File: src/rtl/lccdPkg.sv
package lccdPkg;

  // Output elements per line and the class boundaries within it
  localparam int ELEM_COUNT = 3066;
  localparam int ELEM_W     = $clog2(ELEM_COUNT);
  localparam int OB_FIRST   = 24;
  localparam int OB_LAST    = 53;
  localparam int EFF_FIRST  = 56;
  localparam int EFF_LAST   = 3055;

  typedef enum logic [1:0] {
    CLS_DUMMY = 2'd0,
    CLS_BLACK = 2'd1,
    CLS_PIXEL = 2'd2
  } pixClass_e;

  // Per-cycle strobes from control to datapath
  typedef struct packed {
    logic              run;
    logic              clkHigh;
    logic              gateSet;
    logic              gateClr;
    logic              shutSet;
    logic              shutClr;
    logic              sample;
    logic              lineBegin;
    logic              lineEnd;
    logic [ELEM_W-1:0] elem;
  } lccdStrobe_t;

  function automatic pixClass_e classOf(input logic [ELEM_W-1:0] e);
    int v;
    v = int'(e);
    if (v >= OB_FIRST && v <= OB_LAST)        return CLS_BLACK;
    else if (v >= EFF_FIRST && v <= EFF_LAST) return CLS_PIXEL;
    else                                      return CLS_DUMMY;
  endfunction

endpackage

File: src/rtl/lccdControl.sv
module lccdControl
  import lccdPkg::*;
#(
  parameter int DIV_W        = 6,
  parameter int DIV_MIN      = 7,
  parameter int DIV_MAX      = 62,
  parameter int LEN_W        = 13,
  parameter int MIN_LINE     = 3100,
  parameter int GATE_W       = 5,
  parameter int GATE_MIN     = 6,
  parameter int GATE_MAX     = 20,
  parameter int SHUT_PERIODS = 5,
  parameter int SHUT_LEAD    = 10,
  parameter int SEP_PERIODS  = 10,
  parameter int DLY_W        = 9
) (
  input  logic              clk,
  input  logic              rstN,
  input  logic              start,
  input  logic              stop,
  input  logic [DIV_W-1:0]  divStep,
  input  logic [LEN_W-1:0]  lineLen,
  input  logic [GATE_W-1:0] gateWidth,
  input  logic              shutEn,
  input  logic [LEN_W-1:0]  shutOffset,
  input  logic [DLY_W-1:0]  sampleDelay,
  output lccdStrobe_t       strobe
);

  localparam int CYC_W = $clog2(8 * DIV_MAX);

  // Captured configuration
  logic [CYC_W-1:0]  cycMaxL, halfL, gatePhL, dlyL;
  logic [LEN_W-1:0]  lenL, shOffL;
  logic [GATE_W-1:0] gwL;
  logic              shEnL;

  // Run state
  logic              running, stopPend;
  logic [CYC_W-1:0]  cyc;
  logic [LEN_W-1:0]  period;

  // Clamped request values
  logic [DIV_W-1:0]  divC;
  logic [CYC_W-1:0]  stepC, cycMaxC, dlyC;
  logic [LEN_W-1:0]  lenC, shLo, shHi, shC;
  logic [GATE_W-1:0] gwC;

  always_comb begin
    if (int'(divStep) < DIV_MIN)      divC = DIV_W'(DIV_MIN);
    else if (int'(divStep) > DIV_MAX) divC = DIV_W'(DIV_MAX);
    else                              divC = divStep;
    stepC   = CYC_W'(divC);
    cycMaxC = (stepC << 3) - CYC_W'(1);

    if (int'(lineLen) < MIN_LINE) lenC = LEN_W'(MIN_LINE);
    else                          lenC = lineLen;

    if (int'(gateWidth) < GATE_MIN)      gwC = GATE_W'(GATE_MIN);
    else if (int'(gateWidth) > GATE_MAX) gwC = GATE_W'(GATE_MAX);
    else                                 gwC = gateWidth;

    shLo = LEN_W'(gwC) + LEN_W'(SEP_PERIODS + 1);
    shHi = lenC - LEN_W'(SHUT_PERIODS + SEP_PERIODS + 1);
    if (shutOffset < shLo)      shC = shLo;
    else if (shutOffset > shHi) shC = shHi;
    else                        shC = shutOffset;

    if (int'(sampleDelay) > int'(cycMaxC)) dlyC = cycMaxC;
    else                                   dlyC = CYC_W'(sampleDelay);
  end

  logic lastCyc, lastPeriod;
  assign lastCyc    = (cyc == cycMaxL);
  assign lastPeriod = (period == lenL - LEN_W'(1));

  always_ff @(posedge clk) begin
    if (!rstN) begin
      running  <= 1'b0;
      stopPend <= 1'b0;
      cyc      <= '0;
      period   <= '0;
      cycMaxL  <= '0;
      halfL    <= '0;
      gatePhL  <= '0;
      dlyL     <= '0;
      lenL     <= LEN_W'(MIN_LINE);
      shOffL   <= '0;
      gwL      <= GATE_W'(GATE_MIN);
      shEnL    <= 1'b0;
    end else if (!running) begin
      if (start) begin
        running  <= 1'b1;
        stopPend <= 1'b0;
        cyc      <= '0;
        period   <= '0;
        cycMaxL  <= cycMaxC;
        halfL    <= stepC << 2;
        gatePhL  <= (stepC << 2) + (stepC << 1);
        dlyL     <= dlyC;
        lenL     <= lenC;
        shOffL   <= shC;
        gwL      <= gwC;
        shEnL    <= shutEn;
      end
    end else begin
      stopPend <= stopPend | stop;
      if (lastCyc) begin
        cyc <= '0;
        if (lastPeriod) begin
          period <= '0;
          if (stopPend || stop) running <= 1'b0;
        end else begin
          period <= period + LEN_W'(1);
        end
      end else begin
        cyc <= cyc + CYC_W'(1);
      end
    end
  end

  // Element window follows the readout gate by one period
  logic [LEN_W-1:0] elemFirst, elemLast, elemOff;
  logic             inElem;
  assign elemFirst = LEN_W'(gwL) + LEN_W'(1);
  assign elemLast  = LEN_W'(gwL) + LEN_W'(ELEM_COUNT);
  assign inElem    = (period >= elemFirst) && (period <= elemLast);
  assign elemOff   = period - elemFirst;

  always_comb begin
    strobe = '0;
    if (running) begin
      strobe.run       = 1'b1;
      strobe.clkHigh   = (cyc < halfL);
      strobe.gateSet   = (period == '0) && (cyc == gatePhL);
      strobe.gateClr   = (period == LEN_W'(gwL)) && (cyc == gatePhL);
      strobe.shutSet   = shEnL && (period == shOffL) && (cyc == CYC_W'(SHUT_LEAD));
      strobe.shutClr   = shEnL && (period == shOffL + LEN_W'(SHUT_PERIODS))
                         && (cyc == CYC_W'(SHUT_LEAD));
      strobe.sample    = inElem && (cyc == dlyL);
      strobe.lineBegin = (period == '0) && (cyc == '0);
      strobe.lineEnd   = (period == elemLast) && lastCyc;
      strobe.elem      = ELEM_W'(elemOff);
    end
  end


  cyc_range_chk: assert property (@(posedge clk) disable iff (!rstN)
    running |-> (cyc <= cycMaxL));


  period_range_chk: assert property (@(posedge clk) disable iff (!rstN)
    running |-> (period < lenL));


  stop_boundary_chk: assert property (@(posedge clk) disable iff (!rstN)
    (running && !(lastCyc && lastPeriod)) |=> running);

endmodule

File: src/rtl/lccdDatapath.sv
module lccdDatapath
  import lccdPkg::*;
(
  input  logic              clk,
  input  logic              rstN,
  input  lccdStrobe_t       strobe,
  output logic              pixClk,
  output logic              readGate,
  output logic              shutter,
  output logic              sampleValid,
  output logic [ELEM_W-1:0] pixIndex,
  output logic [1:0]        pixClass,
  output logic              lineStart,
  output logic              lineDone
);

  always_ff @(posedge clk) begin
    if (!rstN) begin
      pixClk      <= 1'b0;
      readGate    <= 1'b0;
      shutter     <= 1'b0;
      sampleValid <= 1'b0;
      pixIndex    <= '0;
      pixClass    <= 2'd0;
      lineStart   <= 1'b0;
      lineDone    <= 1'b0;
    end else begin
      pixClk      <= strobe.run && strobe.clkHigh;
      sampleValid <= strobe.sample;
      lineStart   <= strobe.lineBegin;
      lineDone    <= strobe.lineEnd;

      if (!strobe.run)          readGate <= 1'b0;
      else if (strobe.gateSet)  readGate <= 1'b1;
      else if (strobe.gateClr)  readGate <= 1'b0;

      if (!strobe.run)          shutter <= 1'b0;
      else if (strobe.shutSet)  shutter <= 1'b1;
      else if (strobe.shutClr)  shutter <= 1'b0;

      if (strobe.sample) begin
        pixIndex <= strobe.elem;
        pixClass <= 2'(classOf(strobe.elem));
      end
    end
  end


  gate_shut_excl_chk: assert property (@(posedge clk) disable iff (!rstN)
    !(readGate && shutter));


  gate_rise_phase_chk: assert property (@(posedge clk) disable iff (!rstN)
    $rose(readGate) |-> !pixClk);


  gate_fall_phase_chk: assert property (@(posedge clk) disable iff (!rstN)
    $fell(readGate) |-> !pixClk);


  line_start_clk_chk: assert property (@(posedge clk) disable iff (!rstN)
    lineStart |-> (pixClk && !$past(pixClk)));


  done_single_chk: assert property (@(posedge clk) disable iff (!rstN)
    lineDone |=> !lineDone);

endmodule

File: src/rtl/lccdTimingTop.sv
module lccdTimingTop
  import lccdPkg::*;
#(
  parameter int DIV_W        = 6,
  parameter int DIV_MIN      = 7,
  parameter int DIV_MAX      = 62,
  parameter int LEN_W        = 13,
  parameter int MIN_LINE     = 3100,
  parameter int GATE_W       = 5,
  parameter int GATE_MIN     = 6,
  parameter int GATE_MAX     = 20,
  parameter int SHUT_PERIODS = 5,
  parameter int SHUT_LEAD    = 10,
  parameter int SEP_PERIODS  = 10,
  parameter int DLY_W        = 9
) (
  input  logic              clk,
  input  logic              rstN,
  input  logic              start,
  input  logic              stop,
  input  logic [DIV_W-1:0]  divStep,
  input  logic [LEN_W-1:0]  lineLen,
  input  logic [GATE_W-1:0] gateWidth,
  input  logic              shutEn,
  input  logic [LEN_W-1:0]  shutOffset,
  input  logic [DLY_W-1:0]  sampleDelay,
  input  logic              gainHigh,
  output logic              pixClk,
  output logic              readGate,
  output logic              shutter,
  output logic              gainSel,
  output logic              sampleValid,
  output logic [11:0]       pixIndex,
  output logic [1:0]        pixClass,
  output logic              lineStart,
  output logic              lineDone
);

  lccdStrobe_t strobe;

  lccdControl #(
    .DIV_W(DIV_W), .DIV_MIN(DIV_MIN), .DIV_MAX(DIV_MAX),
    .LEN_W(LEN_W), .MIN_LINE(MIN_LINE),
    .GATE_W(GATE_W), .GATE_MIN(GATE_MIN), .GATE_MAX(GATE_MAX),
    .SHUT_PERIODS(SHUT_PERIODS), .SHUT_LEAD(SHUT_LEAD),
    .SEP_PERIODS(SEP_PERIODS), .DLY_W(DLY_W)
  ) i_control (
    .clk(clk), .rstN(rstN), .start(start), .stop(stop),
    .divStep(divStep), .lineLen(lineLen), .gateWidth(gateWidth),
    .shutEn(shutEn), .shutOffset(shutOffset), .sampleDelay(sampleDelay),
    .strobe(strobe)
  );

  lccdDatapath i_datapath (
    .clk(clk), .rstN(rstN), .strobe(strobe),
    .pixClk(pixClk), .readGate(readGate), .shutter(shutter),
    .sampleValid(sampleValid), .pixIndex(pixIndex), .pixClass(pixClass),
    .lineStart(lineStart), .lineDone(lineDone)
  );

  // gain request goes straight to the sensor pin
  assign gainSel = gainHigh;

endmodule

File: config.mk
export PLATFORM = sky130hd
export DESIGN_NAME = lccdTimingTop
export DESIGN_NICKNAME = d
export VERILOG_FILES = /design/src/rtl/lccdPkg.sv /design/src/rtl/lccdControl.sv /design/src/rtl/lccdDatapath.sv /design/src/rtl/lccdTimingTop.sv
export SDC_FILE = /design/constraint.sdc
export NUM_CORES = 1
export LEC_CHECK = 0
export CORE_MARGIN = 2
export CORE_UTILIZATION = 56
export DETAILED_ROUTE_END_ITERATION = 10
export DONT_BUFFER_PORTS = 1
export PLACE_DENSITY = 0.81
export SLEW_MARGIN = 10
export SYNTH_ARGS = -nofsm -noshare
export SYNTH_HDL_FRONTEND = slang
export SYNTH_SLANG_ARGS = --single-unit
export TNS_END_PERCENT = 1
File: constraint.sdc
create_clock -name clk -period 13.3 [get_ports clk]
set_input_delay 1.995 -clock clk [delete_from_list [all_inputs] [get_ports clk]]
set_output_delay 1.995 -clock clk [all_outputs]
set_load 0.02 [all_outputs]
# Yosys cells after proc, flatten, opt, wreduce, memory -nomap -nowiden
# Cells that the tools add are included.
# classes
n_addsub	11
order_cmp	15
eq_ne	10
n_mux	29
bitwise	2
n_reduce_logical	23
# op_table
op	count
13-bit two-way mux	7
13-bit == test	4
9-bit two-way mux	4
9-bit == test	3
21-bit two-way mux	1
13-bit by 1-bit adder with 13-bit output (second input constant)	1
13-bit by 3-bit adder with 13-bit output (second input constant)	1
5-bit by 12-bit adder with 13-bit output (second input constant)	1
13-bit by 5-bit == test with 1-bit output	1
13-bit by 6-bit greater-or-equal comparator with 1-bit output	1
13-bit > comparator	1
13-bit <= comparator	1
1-bit logical AND	13
13-bit logical NOT	1
13-bit by 12-bit < comparator with 1-bit output (second input constant)	1
13-bit < comparator	1
13-bit by 1-bit subtractor with 13-bit output (second input constant)	1
13-bit by 5-bit subtractor with 13-bit output (second input constant)	1
12-bit by 5-bit greater-or-equal comparator with 1-bit output (second input constant)	1
12-bit by 6-bit greater-or-equal comparator with 1-bit output (second input constant)	1
12-bit <= comparator (second input constant)	1
12-bit by 6-bit <= comparator with 1-bit output (second input constant)	1
6-bit two-way mux	2
12-bit subtractor	1
22 further kinds	39
# word_totals
register_bits	109
input_bits	52
wordCells	110

# Longest topological paths before layout
# Gate-level depths: netlist (run 1).
# logic_depth
depth_word	9
ltp_mapped	18

# Modules after synthesis
# Synthesis (run 1) repeated with hierarchy kept, for this count alone.
# unflattened
cells_unflattened	1014
area_unflattened_um2	7877.6
# by_module_without_submodules
module	instances	cells_per_inst	area_each_um2
lccdControl	1	938	7078.0
lccdDatapath	1	75	792.0
lccdTimingTop	1	1	7.5

# Least setup slack after synthesis (run 1)
# OpenSTA, ideal clock, no wires.
# synth_path
path_type	input to register
startpoint	input lineLen[9]
endpoint	register i_control.shOffL[8]
setup_ps	117
arrival_time_ps	5726
t_required_ps	13183
path_slack_ps	7456
path_stages	16
path_buffers	2
path_cell_list	nor4_1 a31oi_1 or2_2 clkbuf_1 nand2_1 ha_1 nand2_1 a32o_1 ha_1 a211oi_1 nand2_1 a2111oi_0 a21o_1 clkbuf_1 o31ai_1 a32o_1
# synth_via
elab_chain_len	6
# synth_lines
element	line_no	rtl
start: declaration	lccdTimingTop.sv:22	input logic [LEN_W-1:0] lineLen,
13-bit by 12-bit < comparator with 1-bit output	lccdControl.sv:56	if (int'(lineLen) < MIN_LINE) lenC = LEN_W'(MIN_LINE);
13-bit two-way mux *	lccdControl.sv:56	
13-bit by 5-bit subtractor with 13-bit output *	lccdControl.sv:64	shHi = lenC - LEN_W'(SHUT_PERIODS + SEP_PERIODS + 1);
13-bit > comparator	lccdControl.sv:66	else if (shutOffset > shHi) shC = shHi;
13-bit two-way mux *	lccdControl.sv:66	
13-bit two-way mux *	lccdControl.sv:65	if (shutOffset < shLo) shC = shLo;
end signal: assignment	lccdControl.sv:88	shOffL <= '0;
end signal: assignment	lccdControl.sv:102	shOffL <= shC;
end: declaration	lccdControl.sv:34	logic [LEN_W-1:0] lenL, shOffL;
# Every way passes the cells marked *; elsewhere a longest branch is shown, timed or not.
# A chain may end at the register's enable or synchronous reset.

# Final worst setup path (run 1)
# layout_path
startpoint	input lineLen[9]
endpoint	register i_control.shOffL[2]
# Same word-level chain as after synthesis.

==> results.txt, run 1 <==
----------------------------------------------------
[Clock tree]
  Bufs on Longest Clock Path ... 2
  Number of buffers inserted by post-CTS setup repair ... 0
  H-tree lvl count ... 3
  Resized cells post-CTS ... 0
  TritonCTS clock tree ... built
  Root Buffer ... clkbuf_16
  Clock slew at the register clock pins of the worst setup and hold paths ... ~0.07 ns
  TritonCTS Sinks ... ~110
  Number of clock buffers inserted by TritonCTS ... 9
  Cts hold-fix bufs ... 0
  Clock latency reported for the late side of the worst-skew pair ... between 0.3 and 0.4 ns

[STA]
  Post-route clock skew ... 0.00956 ns
  Hold_ws ... ~0.46 ns
  Final worst-path setup slack ... 7.21 ns
  Slew at the pin closest to its max-slew limit ... 0.865 ns
  Clock period minus final worst setup slack ... just over 6 ns
  Setup TNS ... 0 ns
  Final-report max-slew violation count ... 0
  Final setup violation count ... 0
  Fin crit share ... 45.8%
  Unrepaired setup endpoints after global routing ... false
  Relative slew slack ... 42.3%
  Maximum frequency from static timing analysis ... around 160 MHz
  Hold Fails Final Rpt ... 0

[Drt]
  Detailed-route vias per instance ... approximately 6
  Final Routed Wirelength ... 19900 µm
  Count of routing violations after the opening detailed-route iteration ... 466
  First-pass detailed-route iteration total ... 7
  Routed vias ... 7144
  Drt wl/cell ... 17.1 µm
  Count of unresolved DRC violations after routing ... 0
  Number of nets with antenna violations after detailed routing ... 0

[Layout]
  Post-Layout Inst Area ... 8240 µm²
  P&R area growth vs syn ... 3.78%
  ANT cells ... 0
  Final layout net count ... approximately 1.1k
  Fraction of layout instances using a drive strength above 1 ... 4.18%
  Post-layout util ... 59.4%

[Global route]
  Global route total overflow ... 0
  Initial antenna violation count ... 0
  Maximum number of pins on one net before global-route repair ... 60
  First-pass GRT wire length ... approximately 32000 µm
  Via count of the first global-routing pass ... 6454
  Global routing usage summed across all routing layers ... 26.6%

[Placement]
  Standard cell area after detailed placement ... 7940 µm²
  Count of input and output buffers ... 0
  Setup slack at placement ... ~7.0 ns
  Final estimated routing congestion in global placement ... 0.916
  Detailed Place HPWL ... ~14000 µm

[Power]
  Switching Share ... 31.4%
  Combinational share of power ... 20.6%
  Static leakage ... 3.41 nW
  Cell-internal power ... 533 µW
  Clock power share ... between 30% and 40%
  Net Switching ... around 240 µW
  Sequential share of power ... 45.0%
  Pwr/cell area ... between 90 and 100 nW/µm²
  Peak supply drop ... 0.0000661 V

[Setup path]
  Sort of element at the end of the critical path ... flop
  Cell mode on critical path ... nand2_1
  Cell family contributing the most delay on the critical path ... compound AO/OA/AOI/OAI gates
  Category of the most critical setup path ... input port to flop
  Data required time of the critical path ... 13.55 ns
  Slowest stage delay, CP ... 0.65 ns
  Buffers and inverters on the worst path ... 0
  Critical path fanouts, max ... 15
  Data arrival time at the worst-slack endpoint ... 6.34 ns
  Cell at the slowest stage of the critical path ... nor4_1
  Category of the worst setup path launch point ... input port
  Critical path cell sequence ... nor4_1 > a31oi_1 > or2_2 > nand2_1 > ha_1 > nand2_1 > a32o_1 > ha_1 > a211oi_1 > nand2_1 > a2111oi_0 > a21o_1 > nor2_1 > o211a_1 > o221a_2

[Synthesis]
  Synth Net Count ... 1152
  Xor and xnor fraction of the mapped netlist area ... a little over a tenth
  Mean Syn Cell Area ... between 7 and 8 µm²
  Sequential fraction of the synthesis area ... approximately a quarter
  Ys async rst share ... 0%
  Dominant combinational cell family by area after synthesis ... simple AND/OR/NAND/NOR gates
  Compound-gate portion of the synthesized area ... 20.3%
  Post-synthesis cell area ... 7940 µm²
  Number of enable flip-flop cells after synthesis ... 0
  Post-synth cell types ... 75
  Register bit total from synthesis ... 105
  Mux share of post-synthesis cell area ... 1.53%
  Synthesis Warnings ... 0
  Synthesized-area fraction occupied by and/or/nand/nor cells ... 23.9%
  Arithmetic-cell share of the synthesized area counting full adders, half adders and majority gates ... 11.5%
  Gate count after technology mapping ... ~1k
  Synth Flop Type ... dfxtp_1

[Floorplanning]
  Core footprint ... 13900 µm²
  Initial Utilization ... between 50% and 60%
  Horizontal die dimension ... 123 µm
  Ports ... 73
  Site Rows ... 43
  Vertical die dimension ... 123 µm
  Area of the die ... about 15000 µm²

[Run]
  Max_cap viols ... 0

[Outcome]
  Status ... finished clean

[Worst hold path]
  Type of the most critical hold path ... flop to flop

----------------------------------------------------
## state kept, by name, summed over array words and instances (netlist names), 7 cells and up
register / flops
i_control.shOffL: 13
i_control.dlyL: 9
i_control.gatePhL: 7
i_control.period: 13
i_datapath.pixIndex: 12
i_control.lenL: 13
i_control.cycMaxL: 7
i_control.cyc: 9
## kinds of logic after synthesis
kind of cell | after synthesis
xor+xnor | 94
simple gates | 383
mux | 12
fa+ha+maj | 72
buf+inv | 116
other cells | 1
compound gates | 245
flops | 105
## path summary, 6_finish.rpt
path	startpoint	end	slack, ns	cells past startpoint
setup / recovery	lineLen[9]	i_control.shOffL[2]	7.21	15
hold / removal	i_control.halfL[7]	i_control.halfL[7]	0.46	2
setup reg to reg	i_control.gwL[3]	i_datapath.pixIndex[1]	10.19	10
hold reg to reg	i_control.halfL[7]	i_control.halfL[7]	0.46	2
## cells in the final DEF (no fill, tap or decap), types with 9 or more instances in the layout
| master | instances |
|---|---|
| nor2b_1 | 9 |
| ha_1 | 70 |
| inv_1 | 46 |
| xnor2_1 | 49 |
| nor4_1 | 19 |
| nor3_1 | 23 |
| or3_1 | 12 |
| a211oi_1 | 13 |
| o31ai_1 | 14 |
| nand3_1 | 41 |
| nand2_1 | 94 |
| a21oi_1 | 77 |
| a21o_1 | 10 |
| dfxtp_1 | 105 |
| o21ai_0 | 52 |
| nor2_1 | 97 |
| nand4_1 | 14 |
| and2_1 | 16 |
| clkbuf_16 | 9 |
| o211ai_1 | 9 |
| xor2_1 | 44 |
| mux2i_1 | 11 |
| and3_1 | 17 |
## stage by stage
stage / instances / power (mW)
detailed placement: 1144 / 0.513
global route: 1160 / 0.813
floorplan: 1028 / 0.481
CTS: 1160 / 0.777
finish: 1160 / 0.776
global placement: 1144 / 0.508
## cell type report
cell class | count | area [µm²]
clock inverters | 5 | 47.5
fillers | 1278 | 5640
well taps | 180 | 225
repair buffers | 5 | 37.5
flip-flops and latches | 105 | 2100
clock buffers | 11 | 243
multi-input cells | 807 | 5410
inverters | 47 | 176
## tightest hold or removal path, cell delays in order (launching register included)
cell and delay (ns):
dfxtp_1 0.31, nand2_1 0.05, a21oi_1 0.05
## power groups by stage
stage,Combinational [mW],Sequential [mW],Clock [mW]
global placement,0.152,0.356,0
floorplan,0.133,0.348,0
CTS,0.158,0.349,0.270
global route,0.181,0.352,0.280
finish,0.160,0.349,0.267
detailed placement,0.157,0.356,0
## synth_stat cells, types with 16 or more instances
master	n	share of area [%]
dfxtp_1	105	26
nor2_1	97	4.6
nand2_1	94	4.4
a21oi_1	77	4.9
ha_1	70	11
clkbuf_1	53	2.5
o21ai_0	52	3.3
xnor2_1	49	5.4
inv_1	46	2.2
xor2_1	44	4.9
nand3_1	41	2.6
nor3_1	23	1.4
nor4_1	19	1.5
and3_1	17	1.3
and2_1	16	1.3
## routing by layer
layer | part of all wire [%] | routed length (µm) | vias up | GRT usage (%)
met1 | 46 | 9160 | 3317 | 36.7
li1 | - | - | 3540 | -
met4 | 1.9 | 387 | 0 | 9.94
met5 | 0 | 0 | - | 0
met3 | 7.3 | 1450 | 31 | 5.03
met2 | 45 | 8890 | 256 | 41.2
Note: power is estimated with default switching activity, not from simulation.
==> inputs of run 2 (changes only) <==
--- a/config.mk
+++ b/config.mk
@@ -9,7 +9,7 @@
 export CORE_UTILIZATION = 56
 export DETAILED_ROUTE_END_ITERATION = 10
 export DONT_BUFFER_PORTS = 1
-export PLACE_DENSITY = 0.81
+export PLACE_DENSITY = 0.84
 export SLEW_MARGIN = 10
 export SYNTH_ARGS = -nofsm -noshare
 export SYNTH_HDL_FRONTEND = slang
==> constraint.sdc (replaced) <==
create_clock -name clk -period 5.3 [get_ports clk]
set_input_delay 0.795 -clock clk [delete_from_list [all_inputs] [get_ports clk]]
set_output_delay 0.795 -clock clk [all_outputs]
set_load 0.02 [all_outputs]
==> results.txt, run 2 (synthesis results as in run 1) <==
----------------------------------------------------
[Setup path]
  Buffers and inverters on the worst path ... 1
  Category of the most critical setup path ... input port to flop
  Data required time of the critical path ... 5.55 ns
  Critical path capture point ... i_control.shOffL[2]
  Critical path cell sequence ... nor4_1 > buf_4 > a31oi_1 > or2_2 > nand2_1 > ha_1 > nand2_1 > a32o_1 > ha_1 > a211oi_1 > nand2_1 > a2111oi_0 > a21o_1 > nor2_1 > o211a_1 > o221a_2
  Number of cells on the critical path ... 16
  Reg2Reg Depth ... 10
  Sort of element at the end of the critical path ... flop
  Beginning of the worst register-to-register path ... i_control.gwL[2]
  Critical path fanouts, max ... 15
  Cell at the slowest stage of the critical path ... a2111oi_0
  Data arrival time at the worst-slack endpoint ... 4.69 ns
  Worst reg2reg path endpoint ... i_datapath.pixIndex[10]
  Worst setup path startpoint ... lineLen[9]
  Cell mode on critical path ... nand2_1
  Category of the worst setup path launch point ... input port
  Cell family contributing the most delay on the critical path ... compound AO/OA/AOI/OAI gates
  Slowest stage delay, CP ... 0.51 ns
  Setup slack on the worst flop-to-flop path ... around 2.2 ns

[Layout]
  Leading cell type in the layout, fill and taps excluded ... dfxtp_1
  P&R area growth vs syn ... 3.80%
  Biggest regs ... i_control.lenL: 13 flops, i_control.period: 13 flops, i_control.shOffL: 13 flops
  Post-Layout Inst Area ... 8240 µm²
  Filler cell count in the final layout ... 1254
  Final layout net count ... 1101
  Commonest cells after routing, fill and taps aside ... 105 x dfxtp_1, 97 x nor2_1, 94 x nand2_1, 77 x a21oi_1, 70 x ha_1
  ANT cells ... 0
  Fraction of layout instances using a drive strength above 1 ... 4.48%
  Post-layout util ... around three fifths
  Non-filler instance count after layout ... between 1k and 1.5k

[Clock tree]
  Number of clock buffers inserted by TritonCTS ... 9
  Resized cells post-CTS ... 0
  Number of buffers inserted by post-CTS setup repair ... 0
  H-tree lvl count ... 3
  TritonCTS Sinks ... 105
  Clock slew at the register clock pins of the worst setup and hold paths ... 0.07 ns
  Cts hold-fix bufs ... 0
  TritonCTS clock tree ... built
  Bufs on Longest Clock Path ... 2
  Root Buffer ... clkbuf_16
  Clock latency reported for the late side of the worst-skew pair ... 0.36 ns

[STA]
  Relative slew slack ... 41.2%
  Fin crit share ... 83.6%
  Maximum frequency from static timing analysis ... 226 MHz
  Final setup violation count ... 0
  Setup TNS ... 0 ns
  Clock period minus final worst setup slack ... 4.43 ns
  Hold Fails Final Rpt ... 0
  Final worst-path setup slack ... 0.869 ns
  Unrepaired setup endpoints after global routing ... false
  Final-report max-slew violation count ... 0
  Hold_ws ... 0.456 ns
  Post-route clock skew ... 0.0103 ns
  Slew at the pin closest to its max-slew limit ... 0.883 ns

[Power]
  Clock power share ... 34.3%
  Sequential share of power ... 45.2%
  Net Switching ... 605 µW
  Combinational share of power ... between 20% and 30%
  Total design power ... 1.94 mW
  Pwr/cell area ... 235 nW/µm²
  Cell-internal power ... 1.33 mW
  Peak supply drop ... 0.000155 V
  Static leakage ... 3.41 nW
  Switching Share ... 31.2%

[Worst hold path]
  Type of the most critical hold path ... flop to flop

[Run]
  Max_cap viols ... 0

[Drt]
  Count of unresolved DRC violations after routing ... 0
  Final Routed Wirelength ... 19500 µm
  Drt wl/cell ... approximately 17 µm
  Count of routing violations after the opening detailed-route iteration ... approximately 530
  Number of nets with antenna violations after detailed routing ... 0
  First-pass detailed-route iteration total ... 5
  Routed vias ... 7152
  Detailed-route vias per instance ... about 6.2

[Floorplanning]
  Ports ... 73
  Vertical die dimension ... 123 µm
  Area of the die ... 15100 µm²
  Site Rows ... 43
  Initial Utilization ... 57.2%
  Core footprint ... 13900 µm²
  Horizontal die dimension ... 123 µm

[Placement]
  Setup slack at placement ... 0.594 ns
  Standard cell area after detailed placement ... 7950 µm²
  Detailed Place HPWL ... 14300 µm
  Cell Count Post-Placement ... approximately 1.1k
  Final estimated routing congestion in global placement ... 0.924
  Count of input and output buffers ... 0

[Global route]
  Via count of the first global-routing pass ... 6540
  Global route total overflow ... 0
  First-pass GRT wire length ... 31700 µm
  Maximum number of pins on one net before global-route repair ... 61
  Global routing usage summed across all routing layers ... a little over a quarter
  Initial antenna violation count ... 0

[Outcome]
  Status ... finished clean

----------------------------------------------------
==> run 2: changes by cell type in the layout (fill, tap and decap cells not counted), sizes merged <==
| cell | previous run | this run |
|---|---|---|
| inv | 48 | 49 |
| clkbuf | 11 | 10 |
| clkinv | 3 | 1 |
| clkinvlp | 1 | 3 |
| buf | 5 | 7 |
==> run 2: worst min-delay path by stage <==
stage,startpoint,to,slack [ns],cells past startpoint
2_1_floorplan,i_control.shEnL,i_control.shEnL,0.44,2
3_3_place_gp,i_control.halfL[7],i_control.halfL[7],0.44,2
4_1_cts,i_control.halfL[5],i_control.halfL[5],0.46,2
6_report,i_control.halfL[5],i_control.halfL[5],0.46,2
3_5_place_dp,i_control.halfL[5],i_control.halfL[5],0.45,2
5_1_grt,i_control.cycMaxL[5],i_control.cycMaxL[5],0.50,2
==> run 2: power groups by stage <==
| stage | Sequential, mW | Combinational [mW] | Clock [mW] |
|---|---|---|---|
| CTS | 0.875 | 0.395 | 0.671 |
| detailed placement | 0.894 | 0.392 | 0 |
| finish | 0.877 | 0.398 | 0.665 |
| floorplan | 0.874 | 0.334 | 0 |
| global placement | 0.892 | 0.382 | 0 |
| global route | 0.882 | 0.452 | 0.696 |
==> run 2: layout make-up <==
class	instances	area, µm²	area share [%]
clock buffer	10	239	2.90
clock inverter	6	48.8	0.592
inverter	47	176	2.14
multi-input combinational	807	5400	65.5
sequential	105	2100	25.5
tap	180	225	2.73
timing repair buffer	7	52.6	0.638
==> run 2: metal layers <==
metal  global-route usage [%]  share of wire, %
met5                        0                 0
met4                     8.17               2.0
met3                     5.26               8.2
met2                     41.9                45
met1                     36.0                45
==> run 2: worst reg2reg max path, stage by stage (launching register included) <==
cell	delay (ns)
dfxtp_1	0.49
ha_1	0.28
xor2_1	0.19
ha_1	0.27
and4_1	0.22
a221o_1	0.35
a2111o_1	0.43
a211oi_2	0.18
buf_4	0.30
and3b_1	0.25
nor3_2	0.04
